## config.mk

```make
export PLATFORM = sky130hd
export DESIGN_NAME = rtm_fifo_rd_ctrl
export DESIGN_NICKNAME = d
export VERILOG_FILES = /design/src/rtl/rtm_pkg.sv /design/src/rtl/rtm_store.sv /design/src/rtl/rtm_wr_guard.sv /design/src/rtl/rtm_mark_ctrl.sv /design/src/rtl/rtm_rd_path.sv /design/src/rtl/rtm_fifo_rd_ctrl.sv
export SDC_FILE = /design/constraint.sdc
export NUM_CORES = 1
export LEC_CHECK = 0
export ABC_AREA = 1
export CORE_MARGIN = 1
export CORE_UTILIZATION = 60
export DETAILED_ROUTE_END_ITERATION = 10
export GPL_ROUTABILITY_DRIVEN = 0
export PLACE_DENSITY = 0.78
export SLEW_MARGIN = 20
export SYNTH_ARGS = -nofsm -noshare
export SYNTH_HDL_FRONTEND = slang
export SYNTH_SLANG_ARGS = --single-unit
```

## constraint.sdc

```tcl
create_clock -name clk -period 3.6 [get_ports clk]
set_input_delay 1.08 -clock clk [delete_from_list [all_inputs] [get_ports clk]]
set_output_delay 1.08 -clock clk [all_outputs]
set_load 0.005 [all_outputs]
```

## src/rtl/rtm_pkg.sv

```systemverilog
// Shared types for the retransmit-from-mark FIFO read controller.
// Assumes: one clock domain, setup sequence of fixed length three.
package rtm_pkg;

    // Retransmit setup sequencer: idle, then three setup cycles.
    typedef enum logic [1:0] {
        RT_IDLE   = 2'd0,
        RT_RELOAD = 2'd1,
        RT_FILL   = 2'd2,
        RT_SETTLE = 2'd3
    } rt_state_e;

endpackage

```

## src/rtl/rtm_store.sv

```systemverilog
// Storage array of the FIFO: one synchronous write port, one
// asynchronous read port. Assumes the caller never writes a slot it
// still needs (the write guard enforces this). No reset on contents.
module rtm_store #(
    parameter int DATA_W = 16,
    parameter int ADDR_W = 4
) (
    input  logic              clk,
    input  logic              we,
    input  logic [ADDR_W-1:0] waddr,
    input  logic [DATA_W-1:0] wdata,
    input  logic [ADDR_W-1:0] raddr,
    output logic [DATA_W-1:0] rdata
);
    localparam int DEPTH = 1 << ADDR_W;

    logic [DATA_W-1:0] mem [DEPTH];

    // Store an accepted word.
    always_ff @(posedge clk) begin
        if (we) begin
            mem[waddr] <= wdata;
        end
    end

    // Present the word at the read address.
    assign rdata = mem[raddr];

endmodule

```

## src/rtl/rtm_wr_guard.sv

```systemverilog
// Write pointer and full decision. Outside retransmit mode the limit
// is the read pointer; inside it the limit is the mark pointer, so no
// write may land on the marked word or anything after it.
// Assumes pointers carry one extra wrap bit.
module rtm_wr_guard #(
    parameter int ADDR_W = 4
) (
    input  logic            clk,
    input  logic            rst_n,
    input  logic            wr_en,
    input  logic            marked,
    input  logic [ADDR_W:0] rptr,
    input  logic [ADDR_W:0] mptr,
    output logic [ADDR_W:0] wptr,
    output logic            full,
    output logic            wr_accept
);
    localparam int PTR_W = ADDR_W + 1;
    localparam logic [PTR_W-1:0] DEPTH_P = PTR_W'(1 << ADDR_W);

    logic [PTR_W-1:0] wptr_q;
    logic [PTR_W-1:0] limit;
    logic [PTR_W-1:0] span;

    // Pick the barrier: mark while retransmit mode holds, else read side.
    always_comb begin
        limit = marked ? mptr : rptr;
        span  = wptr_q - limit;
        full  = (span == DEPTH_P);
    end

    assign wr_accept = wr_en && !full;

    // Advance the write pointer on every accepted write.
    always_ff @(posedge clk) begin
        if (!rst_n) begin
            wptr_q <= '0;
        end else if (wr_accept) begin
            wptr_q <= wptr_q + PTR_W'(1);
        end
    end

    assign wptr = wptr_q;

endmodule

```

## src/rtl/rtm_mark_ctrl.sv

```systemverilog
// Mark capture, retransmit-mode flag and the three-cycle retransmit
// setup sequencer. Assumes mark_ok already reflects the timing mode
// (a valid word sits in the output register).
module rtm_mark_ctrl
    import rtm_pkg::*;
#(
    parameter int ADDR_W = 4
) (
    input  logic            clk,
    input  logic            rst_n,
    input  logic            mark,
    input  logic            rt_req,
    input  logic            rd_en,
    input  logic            mark_ok,
    input  logic [ADDR_W:0] rptr,
    output logic            marked,
    output logic [ADDR_W:0] mptr,
    output logic            in_setup,
    output logic            reload,
    output logic            preload
);
    localparam int PTR_W = ADDR_W + 1;

    rt_state_e        st_q;
    logic             marked_q;
    logic [PTR_W-1:0] mptr_q;
    logic             start;

    // A retransmit is accepted only in mode, mark held, reads idle.
    assign start = marked_q && mark && rt_req && !rd_en && (st_q == RT_IDLE);

    // Step the setup sequence: reload pointer, refill output, settle.
    always_ff @(posedge clk) begin
        if (!rst_n) begin
            st_q <= RT_IDLE;
        end else begin
            unique case (st_q)
                RT_IDLE:   st_q <= start ? RT_RELOAD : RT_IDLE;
                RT_RELOAD: st_q <= RT_FILL;
                RT_FILL:   st_q <= RT_SETTLE;
                default:   st_q <= RT_IDLE;
            endcase
        end
    end

    // Capture the mark on entry; leave the mode when mark drops outside setup.
    always_ff @(posedge clk) begin
        if (!rst_n) begin
            marked_q <= 1'b0;
            mptr_q   <= '0;
        end else if (!marked_q) begin
            if (mark && mark_ok) begin
                marked_q <= 1'b1;
                mptr_q   <= rptr - PTR_W'(1);
            end
        end else if (!mark && (st_q == RT_IDLE)) begin
            marked_q <= 1'b0;
        end
    end

    assign marked   = marked_q;
    assign mptr     = mptr_q;
    assign in_setup = (st_q != RT_IDLE);
    assign reload   = (st_q == RT_RELOAD);
    assign preload  = (st_q == RT_FILL);

endmodule

```

## src/rtl/rtm_rd_path.sv

```systemverilog
// Read pointer, output register and availability flag for both read
// timings. Standard: rd_en loads the next word. Fall-through: the next
// word is fetched on its own and rd_en consumes it. During setup all
// normal reads are frozen; reload/preload come from the mark control.
module rtm_rd_path #(
    parameter int DATA_W = 16,
    parameter int ADDR_W = 4
) (
    input  logic              clk,
    input  logic              rst_n,
    input  logic              fall_through,
    input  logic              rd_en,
    input  logic [ADDR_W:0]   wptr,
    input  logic [ADDR_W:0]   mptr,
    input  logic              in_setup,
    input  logic              reload,
    input  logic              preload,
    input  logic [DATA_W-1:0] mem_rdata,
    output logic [ADDR_W:0]   rptr,
    output logic [DATA_W-1:0] rd_data,
    output logic              data_avail,
    output logic              mark_ok
);
    localparam int PTR_W = ADDR_W + 1;

    logic [PTR_W-1:0]  rptr_q;
    logic [DATA_W-1:0] dout_q;
    logic              vld_q;
    logic              loaded_q;
    logic [PTR_W-1:0]  fill;
    logic              has_words;
    logic              std_rd;
    logic              ft_fetch;
    logic              ft_drop;

    // Decode what the read side does this cycle.
    always_comb begin
        fill      = wptr - rptr_q;
        has_words = (fill != '0);
        std_rd    = !fall_through && !in_setup && rd_en && has_words;
        ft_fetch  = fall_through && !in_setup && has_words && (!vld_q || rd_en);
        ft_drop   = fall_through && !in_setup && rd_en && vld_q && !has_words;
    end

    // Update pointer and output register; setup actions take priority.
    always_ff @(posedge clk) begin
        if (!rst_n) begin
            rptr_q   <= '0;
            dout_q   <= '0;
            vld_q    <= 1'b0;
            loaded_q <= 1'b0;
        end else if (reload) begin
            rptr_q   <= mptr;
            vld_q    <= 1'b0;
            loaded_q <= 1'b0;
        end else if (preload && fall_through) begin
            dout_q <= mem_rdata;
            rptr_q <= rptr_q + PTR_W'(1);
            vld_q  <= 1'b1;
        end else if (std_rd) begin
            dout_q   <= mem_rdata;
            rptr_q   <= rptr_q + PTR_W'(1);
            loaded_q <= 1'b1;
        end else if (ft_fetch) begin
            dout_q <= mem_rdata;
            rptr_q <= rptr_q + PTR_W'(1);
            vld_q  <= 1'b1;
        end else if (ft_drop) begin
            vld_q <= 1'b0;
        end
    end

    // Flags toward the ports and the mark control.
    always_comb begin
        data_avail = !in_setup && (fall_through ? vld_q : has_words);
        mark_ok    = !in_setup && (fall_through ? vld_q : (has_words && loaded_q));
    end

    assign rptr    = rptr_q;
    assign rd_data = dout_q;

endmodule

```

## src/rtl/rtm_fifo_rd_ctrl.sv

```systemverilog
// Top of the retransmit-from-mark FIFO: storage, write guard, read
// path and mark control. Assumes fall_through is held stable outside
// reset and that all ports share clk.
module rtm_fifo_rd_ctrl #(
    parameter int DATA_W = 16,
    parameter int ADDR_W = 4
) (
    input  logic              clk,
    input  logic              rst_n,
    input  logic              fall_through,
    input  logic              wr_en,
    input  logic [DATA_W-1:0] wr_data,
    output logic              full,
    input  logic              rd_en,
    output logic [DATA_W-1:0] rd_data,
    output logic              data_avail,
    input  logic              mark,
    input  logic              rt_req,
    output logic              rt_mode
);
    localparam int PTR_W = ADDR_W + 1;

    logic [PTR_W-1:0]  wptr;
    logic [PTR_W-1:0]  rptr;
    logic [PTR_W-1:0]  mptr;
    logic              wr_accept;
    logic              marked;
    logic              in_setup;
    logic              reload;
    logic              preload;
    logic              mark_ok;
    logic [DATA_W-1:0] mem_rdata;

    rtm_store #(.DATA_W(DATA_W), .ADDR_W(ADDR_W)) u_store (
        .clk   (clk),
        .we    (wr_accept),
        .waddr (wptr[ADDR_W-1:0]),
        .wdata (wr_data),
        .raddr (rptr[ADDR_W-1:0]),
        .rdata (mem_rdata)
    );

    rtm_wr_guard #(.ADDR_W(ADDR_W)) u_wr (
        .clk       (clk),
        .rst_n     (rst_n),
        .wr_en     (wr_en),
        .marked    (marked),
        .rptr      (rptr),
        .mptr      (mptr),
        .wptr      (wptr),
        .full      (full),
        .wr_accept (wr_accept)
    );

    rtm_rd_path #(.DATA_W(DATA_W), .ADDR_W(ADDR_W)) u_rd (
        .clk          (clk),
        .rst_n        (rst_n),
        .fall_through (fall_through),
        .rd_en        (rd_en),
        .wptr         (wptr),
        .mptr         (mptr),
        .in_setup     (in_setup),
        .reload       (reload),
        .preload      (preload),
        .mem_rdata    (mem_rdata),
        .rptr         (rptr),
        .rd_data      (rd_data),
        .data_avail   (data_avail),
        .mark_ok      (mark_ok)
    );

    rtm_mark_ctrl #(.ADDR_W(ADDR_W)) u_mark (
        .clk      (clk),
        .rst_n    (rst_n),
        .mark     (mark),
        .rt_req   (rt_req),
        .rd_en    (rd_en),
        .mark_ok  (mark_ok),
        .rptr     (rptr),
        .marked   (marked),
        .mptr     (mptr),
        .in_setup (in_setup),
        .reload   (reload),
        .preload  (preload)
    );

    assign rt_mode = marked;

endmodule

```

Word level (Yosys, flattened, before mapping)
Memory sizes are Yosys's and may differ from the RTL's. A register that Yosys moved wholly into a read port is not among the register bits.
Index checks and enable logic that the tools add are counted.
Widths: inputs -> output; s select.
Operators by class
  add/sub/neg operators: 5
  bitwise logic cells: 4
  reductions and logical operators: 39
  eq/ne operators: 4
  multiplexer cells: 23
Operators with widths (count)
  $mux 16: 3
  $mux 5: 5
  $logic_and 1x1->1: 20
  $mux 1: 12
  $add 5x1->5 const B: 2
  $sub 5x5->5: 2
  $mux 4: 2
  $reduce_and 2->1: 4
  $logic_not 1->1: 7
  $pmux 2 s3: 1
  $reduce_bool 3->1: 2
  $eq 5x5->1 const B: 1
  $reduce_bool 5->1: 1
  $sub 5x1->5 const B: 1
  $not 1->1: 4
  $reduce_bool 4->1: 1
  $eq 2x1->1 const B: 1
  $eq 2x2->1 const B: 1
  $logic_not 2->1: 1
  $ne 2x2->1 const B: 1
  $reduce_bool 2->1: 1
  $reduce_or 2->1: 1
  $logic_or 1x1->1: 1
Storage, ports and cells
  memories kept: 1
  output and inout bits: 19
  register bits: 36
  word-level logic and storage cells: 84
  bits in writable memories: 256
  input port bits: 23
Memory list
  u_store.mem: depth 16, width 16, rd ports 1, clocked after Yosys merged registers in 1, wr ports 1, RTL line rtm_store.sv:17  | logic [DATA_W-1:0] mem [DEPTH];

Depth between registers and ports, before layout
Gate-level depths: netlist of run 1.
  depth after elaboration: 11
  gate-level depth with buffers: 17
  depth with buffers taken out: 16

Modules after synthesis
Synthesis of run 1 repeated with hierarchy kept, for this count alone.
Unflattened totals
  cells, all modules: 1408
  area total of the unflattened synthesis: 13360.3 sq um
Modules (own cells, without submodules)
  rtm_store: cells each 1058, times used 1, area an instance 11060.6 sq um, seq. area each 7687.4 sq um
  rtm_rd_path: cells each 201, times used 1, area an instance 1342.5 sq um, seq. area each 460.4 sq um
  rtm_wr_guard: cells each 88, times used 1, area an instance 534.3 sq um, seq. area each 100.1 sq um
  rtm_mark_ctrl: cells each 61, times used 1, area an instance 422.9 sq um, seq. area each 160.2 sq um

Worst setup path before layout of run 1
No wires, ideal clock.
  kind: reg-to-reg
  start point: register u_mark.marked_q (netlist: u_mark.marked)
  end point: memory u_store.mem[0][0], enable pin
  cell stages (with the launch flop): 16
  period minus slack after synthesis: 3.137 ns
  setup slack: 0.463 ns
  library setup time: 0.388 ns
  arrival time: 2.748 ns
  path buffers: 1
  data required time: 3.212 ns
  cell sequence: dfxtp_1 > clkbuf_1 > nor2_1 > a21oi_1 > ha_1 > a21oi_1 > nand2_1 > nand2_1 > nand2_1 > nand2_1 > nand2_1 > nand2_1 > nand2_4 > inv_1 > nand2_1 > nor2_1
On the way
  longest elaborated chain between the ends: 7
Ends and longest elaborated chain
  start: declaration: RTL line rtm_mark_ctrl.sv:25  | logic marked_q;
  start signal: assignment: RTL line rtm_mark_ctrl.sv:49  | marked_q <= 1'b0;
  start signal: assignment: RTL line rtm_mark_ctrl.sv:53  | marked_q <= 1'b1;
  start signal: assignment: RTL line rtm_mark_ctrl.sv:57  | marked_q <= 1'b0;
  $mux 5: RTL line rtm_wr_guard.sv:27  | limit = marked ? mptr : rptr;
  $sub 5x5->5: RTL line rtm_wr_guard.sv:28  | span = wptr_q - limit;
  $eq 5x5->1: RTL line rtm_wr_guard.sv:29  | full = (span == DEPTH_P);
  $logic_not 1->1: RTL line rtm_wr_guard.sv:32  | assign wr_accept = wr_en && !full;
  $logic_and 1x1->1: RTL line rtm_wr_guard.sv:32
  $mux 1: RTL line rtm_store.sv:21  | if (we) begin
  $mux 1 (implied by the code): RTL line rtm_store.sv:22  | mem[waddr] <= wdata;
  end: declaration: RTL line rtm_store.sv:17
Every way passes these cells.

Final worst setup path of run 1
  start point: register u_rd.rptr_q[3] (netlist: u_rd.rptr[3])
  end point: output port data_avail
On the way
  longest elaborated chain between the ends: 4
Ends and longest elaborated chain
  start: declaration: RTL line rtm_rd_path.sv:26  | logic [PTR_W-1:0] rptr_q;
  start signal: assignment: RTL line rtm_rd_path.sv:53  | rptr_q <= mptr;
  start signal: assignment: RTL line rtm_rd_path.sv:58  | rptr_q <= rptr_q + PTR_W'(1);
  start signal: assignment: RTL line rtm_rd_path.sv:62  | rptr_q <= rptr_q + PTR_W'(1);
  $sub 5x5->5: RTL line rtm_rd_path.sv:38  | fill = wptr - rptr_q;
  $reduce_bool 5->1: RTL line rtm_rd_path.sv:39  | has_words = (fill != '0);
  $mux 1: RTL line rtm_rd_path.sv:75  | data_avail = !in_setup && (fall_through ? vld_q : has_words);
  $logic_and 1x1->1: RTL line rtm_rd_path.sv:75
  end: declaration: RTL line rtm_fifo_rd_ctrl.sv:16  | output logic data_avail,
Every way passes these cells.

==> results.md, run 1 <==
- Area grow syn2layout: 12.8%
- Layout cells sized above 1: 0.102
- Top post-synthesis cells by area: edfxtp_1 60%, nor2_1 7.0%, dfxtp_1 6.3%
- Slowest stage delay, CP: about 0.38 ns
- Number of global-route vias before repair: 8538
- Residual DRC: 0
- TNS Setup: 0 ns
- Detail Placement HPWL: ~17000 um
- Post-synth cell types: 34
- EDFF count, synth: roughly 260
- Worst-path clk slew: ~0.06 ns
- Fin nets: 1278
- Leak pwr: 5.31 nW
- CP Class: register to output pin
- WL met1: 11700 um
- Routed wl met3: 2470 um
- Vias per inst: 5.80
- CTS tree: yes
- Post-CTS Hold Fix Bufs: 0
- Gate Count Post-Synth: 1196
- Die Y: 148 um
- Maximum fanout along the worst path: 4
- Detail-routed net length per standard cell: around 19 um
- FF-to-FF path depth: 16
- Die area: around 0.022 mm^2
- Slowest CP cell: dfxtp_1
- Clk root buf: clkbuf_16
- Final setup viols: 0
- Worst slew pin tran: 0.817 ns
- GRT Resource Usage Total: 0.276
- Fmax: 295 MHz
- Outcome: finished, final reports clean
- CP Capture Type: output pin
- Synth Flop Type: edfxtp_1
- Number of I/O pins: 42
- Max cap viols: 0
- Row Count: 52
- Skew-Pair Late Insertion Delay: 0.54 ns
- Crit path required time: 2.52 ns
- Async SR Flop Fraction: 0
- Total power: about 0.0096 W
- First-pass GRT wire length: 45600 um
- Startpoint Class: register
- Post-synth top area share: 0.604
- Worst EP arrival: about 2.3 ns
- Hold WC Path Type: register to register
- Max Buffers Root-to-Sink: 3
- Syn Std Cell Area: 0.0127 mm^2
- Largest net degree at the start of global routing: about 130
- RSZ-0062 raised after global routing: no
- Final Critical Period: 3.39 ns
- Initial DRC Count: 1037
- # port buffers: 41
- Slew headroom: 0.455
- Number of CTS-inserted buffers: 29
- Period utilisation layout: 0.942
- Mean Syn Cell Area: 10.6 um^2
- Initial Util: 0.621
- CTS sink cnt: 296
- PD cells: about 670 mW/mm^2
- H-tree depth: 1
- Clock skew: 0.0138 ns
- Yosys warnings: 0
- Vias: between 8000 and 9000
- Global route total overflow: 0
- Fin. Hold Viols: 0
- 1st-pass router iterations: 6
- Worst VDD drop: 0.607 mV
- Part of the Yosys area used for sequential elements: 0.667
- Hold Path Stages: 2
- Post-Synthesis Net Count: approximately 1200
- Final Max Tran Viols: 0
- Initial antenna violation count: 2
- Die width: 148 um
- Synth Register Bits: 296
- Post-synth top area cell: edfxtp_1
- Antenna Nets Post-Route: 0
- Core area: 0.0205 mm^2
- Met2 wire len: 13800 um
- Drt total wl: between 20000 and 30000 um
- Top Metal Used: met5
- Critical path, cell by cell: inv_1 > ha_1 > nand2_1 > nand3_1 > a21oi_2 > a31oi_1 > dlygate4sd2_1
## metal layers
layer,GRT usage,up-vias
li1,-,4168
met1,0.377,4247
met2,0.444,387
met3,0.0454,72
met4,0.117,2
met5,0,-
## where the power goes
part | total, W | switching, W | leakage [nW] | internal (W)
clock | 0.00279 | 0.00117 | 0.421 | 0.00162
combinational | 0.00270 | 0.00179 | 2.24 | 0.000910
sequential | 0.00410 | 0.000114 | 2.64 | 0.00398
total | 0.00959 | 0.00308 | 5.31 | 0.00651
## metrics by stage
step                hold WS [ns]  utilization  worst slack [ns]  instances  cell area, um^2
floorplan                  0.429            -             0.463       1196            12700
global placement           0.445        0.655             0.123       1475            13400
detailed placement         0.462        0.655            0.0315       1475            13400
CTS                        0.474        0.699          0.000406       1529            14300
global route               0.498        0.700            0.0903       1529            14400
finish                     0.470        0.700             0.207       1530            14400
## cell families after synthesis
family | Yosys count | synth area share
AOI/OAI and AO/OA | 157 | 0.0657
adders and majority gates | 17 | 0.0167
buffers and inverters | 120 | 0.0444
xor gates and xnor gates | 12 | 0.00826
and+or+nand+nor | 594 | 0.198
DFF | 296 | 0.667
## worst max-delay path: cells and delay by family, from the launching register on
family,cells,cell delay [ns]
AND/OR/NAND/NOR,2,0.20
AO/OA/AOI/OAI,2,0.43
buffers and inverters,2,0.41
flip-flops,1,0.38
adder cells (fa/ha/maj),1,0.36
## layout make-up
type / instances / area (um^2)
inverters: 55 / 206
diodes: 1 / 2.50
clock buffers: 40 / 767
clock inverters: 12 / 101
well taps: 270 / 338
repair buffers: 76 / 703
flip-flops and latches: 296 / 8500
multi-input cells: 780 / 3730
fillers: 1424 / 6140
## state kept, by name (all words and copies together) (netlist names), named ones only
register,flops
u_rd.loaded_q,1
u_mark.st_q,2
u_rd.rd_data,16
u_mark.mptr,5
u_mark.marked,1
u_rd.rptr,5
u_store.mem,256
u_rd.vld_q,1
u_wr.wptr,5
## cell usage after synthesis (2+ instances only)
library cell / count
edfxtp_1: 256
ha_1: 17
nand3_2: 11
nand3_1: 122
a21oi_1: 36
buf_6: 9
buf_2: 13
xor2_1: 10
xnor2_1: 2
a21oi_2: 2
o21ai_0: 112
buf_1: 11
dfxtp_1: 40
inv_1: 48
buf_4: 8
clkbuf_1: 24
clkinv_1: 3
nand2_4: 2
nand2_1: 211
inv_2: 4
nand2_2: 5
nor2_1: 238
## path summary, 6_finish.rpt
kind,start,to,slack (ns)
hold reg to reg,u_rd.loaded_q,u_rd.loaded_q,0.47
setup / recovery,u_rd.rptr[3],data_avail,0.21
hold / removal,u_rd.loaded_q,u_rd.loaded_q,0.47
setup reg to reg,u_mark.marked,u_store.mem[12][11],0.59
## what timing repair did
action	in CTS	in global routing
setup endpoints to repair	2	1
buffers inserted	2	0
resized for setup	10	10
pin swaps	3	4
## cell usage in the layout, fill, tap and decap left out, types with 10 or more instances in the layout
cell type	Yosys	final
buf_4	8	32
clkbuf_16	0	29
edfxtp_1	256	256
clkbuf_1	24	11
clkdlybuf4s50_1	0	39
o21ai_0	112	109
nand3_2	11	12
a21oi_1	36	34
dfxtp_1	40	34
xor2_1	10	10
ha_1	17	17
nand2_1	211	210
inv_1	48	47
nor2_2	0	17
nor2_1	238	220
clkinv_1	3	10
nand3_1	122	121
No activity file was read; power rests on OpenSTA's default activity.
==> run 2, diff against run 1 <==
- GPL_TIMING_DRIVEN: unset -> 0
==> results.md, run 2 (synthesis gave the netlist of run 1 again) <==
- CP Class: register to output pin
- Drt total wl: 34300 um
- Largest net degree at the start of global routing: 17
- Fin. Hold Viols: 0
- Commonest non-fill, non-tap cell in the layout: edfxtp_1
- CTS tree: yes
- Die width: about 150 um
- Worst-path clk slew: about 0.06 ns
- Hold Path Stages: 2
- Global route total overflow: 0
- Clock skew: 0.0123 ns
- R2R Path End: u_store.mem[4][5]
- GRT Resource Usage Total: 0.322
- Slowest CP cell: clkdlybuf4s50_1
- Die Y: 148 um
- Period utilisation layout: 0.980
- Vias: 9447
- Max cap viols: 0
- Hold path endpoint: u_rd.loaded_q
- Routed wl met3: between 4000 and 5000 um
- Delay-heaviest family, CP: buffers and inverters
- Initial Util: 0.621
- Number of global-route vias before repair: 9004
- Largest register by flop count: u_store.mem
- Final setup viols: 0
- Worst slew pin tran: 0.978 ns
- First-pass GRT wire length: 51400 um
- Crit path required time: about 2.5 ns
- CP bufs+invs: 1
- Critical path, cell by cell: ha_2 > nor2_4 > nand3_1 > nand2_2 > nor2_4 > a31oi_1 > clkdlybuf4s50_1
- Area grow syn2layout: 15.5%
- Placed cell count: 1520
- WL met1: about 13000 um
- Maximum fanout along the worst path: 8
- 1st-pass router iterations: 5
- Row Count: 52
- Final Max Tran Viols: 0
- Fin nets: 1326
- Slew headroom: 0.346
- FF-to-FF path depth: 17
- WHS: 0.462 ns
- Detail-routed net length per standard cell: approximately 22 um
- Core area: 0.0205 mm^2
- H-tree depth: 1
- Met2 wire len: 15800 um
- Most frequent cells in the layout: 256 x edfxtp_1, 219 x nor2_1, 209 x nand2_1
- Top Metal Used: met4
- Number of I/O pins: 42
- Most used cell, CP: nor2_4
- Layout cells sized above 1: 0.118
- Die area: 0.0218 mm^2
- Residual DRC: 0
- Outcome: finished, final reports clean
- Slowest stage delay, CP: about 0.52 ns
- Diode count: 0
- Max FFs per register: 256
- Worst VDD drop: between 0.4 and 0.5 mV
- Clk root buf: clkbuf_16
- Initial DRC Count: 1448
- Fin cells: 1577
- RR Startpoint: u_mark.marked
- Post-CTS Hold Fix Bufs: 0
- CP Capture Type: output pin
- Detail Placement HPWL: 23100 um
- CTS sink cnt: 296
- Number of CTS-inserted buffers: 29
- Vias per inst: 5.99
- RSZ-0062 raised after global routing: no
- Hold WC Path Type: register to register
- Fmax: 283 MHz
- R2r setup slk: 0.36 ns
- PD cells: 684 mW/mm^2
- HP Start: u_rd.loaded_q
- Skew-Pair Late Insertion Delay: 0.54 ns
- Final Critical Period: approximately 3.5 ns
- Initial antenna violation count: 0
- Startpoint Class: register
- Fill cells: 1390
- # port buffers: 40
- Max Buffers Root-to-Sink: 3
- Antenna Nets Post-Route: 0
- Worst EP arrival: 2.45 ns
- Leak pwr: 5.46 nW
run 2: cell count changes in the layout (fill, tap and decap cells not counted), sizes merged:
cell	before	now
clkbuf	40	67
buf	35	60
clkinv	13	10
bufinv	2	1
clkdlybuf4s50	39	38
clkinvlp	0	1
diode	1	0
run 2: what timing repair did:
action | CTS | global route
gates cloned | 1 | 0
setup endpoints to repair | 44 | 2
buffers inserted | 4 | 1
pin swaps | 7 | 1
resized for setup | 23 | 7
run 2: layout make-up:
class | count | area, um^2 | area share
timing repair buffer | 60 | 612 | 0.0417
multi-input combinational | 780 | 3770 | 0.257
clock inverter | 9 | 67.6 | 0.00460
clock buffer | 43 | 828 | 0.0564
tap | 270 | 338 | 0.0230
inverter | 55 | 206 | 0.0141
sequential | 296 | 8500 | 0.579
buffer | 64 | 364 | 0.0248
run 2: worst min-delay path, delay by kind of cell, from the launching register on:
kind | cells | cell delay [ns]
buffers and inverters | 1 | 0.05
flip-flops | 1 | 0.31
AO/OA/AOI/OAI | 1 | 0.05
run 2: report_power, final:
part           total, W  internal (W)  switching, W  leakage, nW
sequential      0.00409       0.00398      0.000108         2.64
combinational   0.00309       0.00106       0.00204         2.38
clock           0.00286       0.00165       0.00121        0.436
total            0.0100       0.00669       0.00336         5.46
run 2: how the worst max path moves through the flow:
stage,endpoint,from,cells after the start,slack [ns]
2_1_floorplan,u_store.mem[0][0],u_mark.marked,15,0.46
3_3_place_gp,u_store.mem[11][9],u_mark.marked,15,-0.54
3_5_place_dp,full,u_mark.marked,14,-0.11
4_1_cts,data_avail,fall_through,5,0.02
5_1_grt,data_avail,u_wr.wptr[3],7,0.01
6_report,data_avail,u_wr.wptr[3],7,0.07
run 2: through the flow:
| stage | TNS (ns) | power, W | utilization | cell area [um^2] | setup WS (ns) |
|---|---|---|---|---|---|
| after floorplan | 0 | 0.00605 | - | 12700 | 0.463 |
| after global placement | -99.09 | 0.00695 | 0.657 | 13500 | -0.537 |
| after detailed placement | -3.09 | 0.00706 | 0.667 | 13700 | -0.114 |
| after CTS | 0 | 0.00994 | 0.715 | 14700 | 0.0203 |
| after global routing | 0 | 0.0105 | 0.717 | 14700 | 0.00974 |
| final | 0 | 0.0100 | 0.717 | 14700 | 0.0719 |
run 2: layer usage:
metal / vias up / GRT usage
met5: - / 0
met4: 0 / 0.125
li1: 4267 / -
met1: 4445 / 0.449
met3: 113 / 0.0562
met2: 622 / 0.508
==> run 3, diff against run 2 <==
- CTS_CLUSTER_DIAMETER: unset -> 30
==> results.md, run 3 (synthesis gave the netlist of run 1 again) <==
- Outcome: finished, final reports clean
- Initial Util: 0.621
- Antenna Nets Post-Route: 0
- CTS tree: yes
- Max Buffers Root-to-Sink: 3
- Worst-path clk slew: about 0.05 ns
- Vias: 9681
- Max cap viols: 0
- Period utilisation layout: 0.961
- CTS sink cnt: just under 300
- Clock power share: 0.370
- Row Count: 52
- Die area: 0.0218 mm^2
- Startpoint Class: register
- Detail Placement HPWL: 23100 um
- Number of I/O pins: 42
- Diode count: 0
- GRT Resource Usage Total: 0.336
- Hold Path Stages: 2
- Fmax: 289 MHz
- PD cells: 746 mW/mm^2
- CP Launch Point: u_rd.rptr[3]
- Die width: 148 um
- Final Max Tran Viols: 0
- Vias per inst: between 6 and 7
- Hold path endpoint: u_rd.loaded_q
- Fin cells: 1608
- H-tree depth: 2
- Hold WC Path Type: register to register
- Worst slew pin tran: 0.964 ns
- Most frequent cells in the layout: 256 x edfxtp_1, 219 x nor2_1, 209 x nand2_1
- Seq pwr share: 0.359
- Commonest non-fill, non-tap cell in the layout: edfxtp_1
- Placed cell count: 1520
- Final setup margin: 0.140 ns
- Clk root buf: clkbuf_16
- Post-CTS Hold Fix Bufs: 0
- Psw: 0.00374 W
- Crit path required time: 2.52 ns
- Area grow syn2layout: 20.1%
- Final Critical Period: between 3 and 4 ns
- Worst EP arrival: between 2 and 2.5 ns
- RSZ-0062 raised after global routing: no
- Leak pwr: 5.73 nW
- Global route total overflow: 0
- Maximum fanout along the worst path: 4
- Drt total wl: 35300 um
- Fin. Hold Viols: 0
- Switching share of power: 0.328
- Worst VDD drop: 0.536 mV
- Max FFs per register: 256
- R2r setup slk: roughly 0.36 ns
- Internal Power: 0.00766 W
- Layout cells sized above 1: 0.140
- Fin nets: 1342
- Core area: 0.0205 mm^2
- # port buffers: 40
- First-pass GRT wire length: about 53000 um
- Pre-CTS WS: -0.114 ns
- Number of global-route vias before repair: 9526
- CP Class: register to output pin
- Part of the power in combinational logic: 0.271
- Largest net degree at the start of global routing: 17
- Initial DRC Count: 1278
- Clock skew: 0.0159 ns
- R2R Path End: u_store.mem[4][0]
- Die Y: between 100 and 150 um
- Skew-Pair Late Insertion Delay: 0.54 ns
- Detail-routed net length per standard cell: 22.0 um
- Initial antenna violation count: 0
- FF-to-FF path depth: 17
- HP Start: u_rd.loaded_q
- CP Capture Type: output pin
- Final setup viols: 0
- Slew headroom: 0.355
- Total power: 0.0114 W
- Residual DRC: 0
- Number of CTS-inserted buffers: 45
- RR Startpoint: u_mark.marked
- Largest register by flop count: u_store.mem
- 1st-pass router iterations: 5
## run 3: cell count changes in the layout (fill, tap and decap cells not counted), sizes merged
cell	previous run	this run
inv	52	58
clkbuf	67	77
bufinv	1	3
clkinvlp	1	5
clkinv	10	19
## run 3: stage by stage
stage | utilization | hold WS, ns | TNS [ns] | cell area [um^2]
2_1_floorplan | - | 0.429 | 0 | 12700
3_3_place_gp | 0.657 | 0.441 | -99.09 | 13500
3_5_place_dp | 0.667 | 0.456 | -3.09 | 13700
4_1_cts | 0.744 | 0.464 | 0 | 15200
5_1_grt | 0.745 | 0.485 | 0 | 15300
6_report | 0.745 | 0.461 | 0 | 15300
## run 3: final cells by class
class / instances / area (um^2)
Buffer: 64 / 364
Clock buffer: 53 / 1210
Clock inverter: 30 / 269
Fill cell: 1296 / 5220
Inverter: 55 / 206
Multi-Input combinational cell: 780 / 3780
Sequential cell: 296 / 8500
Tap cell: 270 / 338
Timing Repair Buffer: 60 / 612
## run 3: how the worst max path moves through the flow
stage,endpoint,slack [ns],cells past startpoint
after global placement,u_store.mem[11][9],-0.54,15
after global routing,full,0.04,15
after floorplan,u_store.mem[0][0],0.46,15
after detailed placement,full,-0.11,14
final,data_avail,0.14,8
after CTS,data_avail,0.02,5
## run 3: layer usage
| layer | up-vias | wire, um | part of all wire | track usage |
|---|---|---|---|---|
| met4 | 0 | 1700 | 0.048 | 0.162 |
| met2 | 672 | 16300 | 0.46 | 0.525 |
| met1 | 4550 | 12700 | 0.36 | 0.441 |
| met5 | - | 0 | 0 | 0 |
| li1 | 4321 | - | - | - |
| met3 | 138 | 4680 | 0.13 | 0.0867 |
## run 3: what timing repair did
| action | CTS | global route |
|---|---|---|
| resized for setup | 22 | 6 |
| setup buffers | 5 | 0 |
| hold endpoints to repair | 0 | 0 |
| pin swaps | 7 | 0 |
| cloned | 1 | 0 |
| setup endpoints to repair | 36 | 1 |
## run 3: power groups by stage
stage,Clock [W],Sequential (W),Combinational [W]
floorplan,0,0.00414,0.00191
global placement,0,0.00415,0.00279
detailed placement,0,0.00415,0.00291
CTS,0.00420,0.00409,0.00301
global route,0.00436,0.00412,0.00337
finish,0.00421,0.00409,0.00309
## run 3: critical path, cell delays in order, from the launching register on
cell             delay, ns
dfxtp_1               0.40
inv_2                 0.11
ha_4                  0.27
nor2_2                0.14
nand3_1               0.11
nand2_2               0.09
nor2_4                0.05
a31oi_1               0.15
clkdlybuf4s50_1       0.53
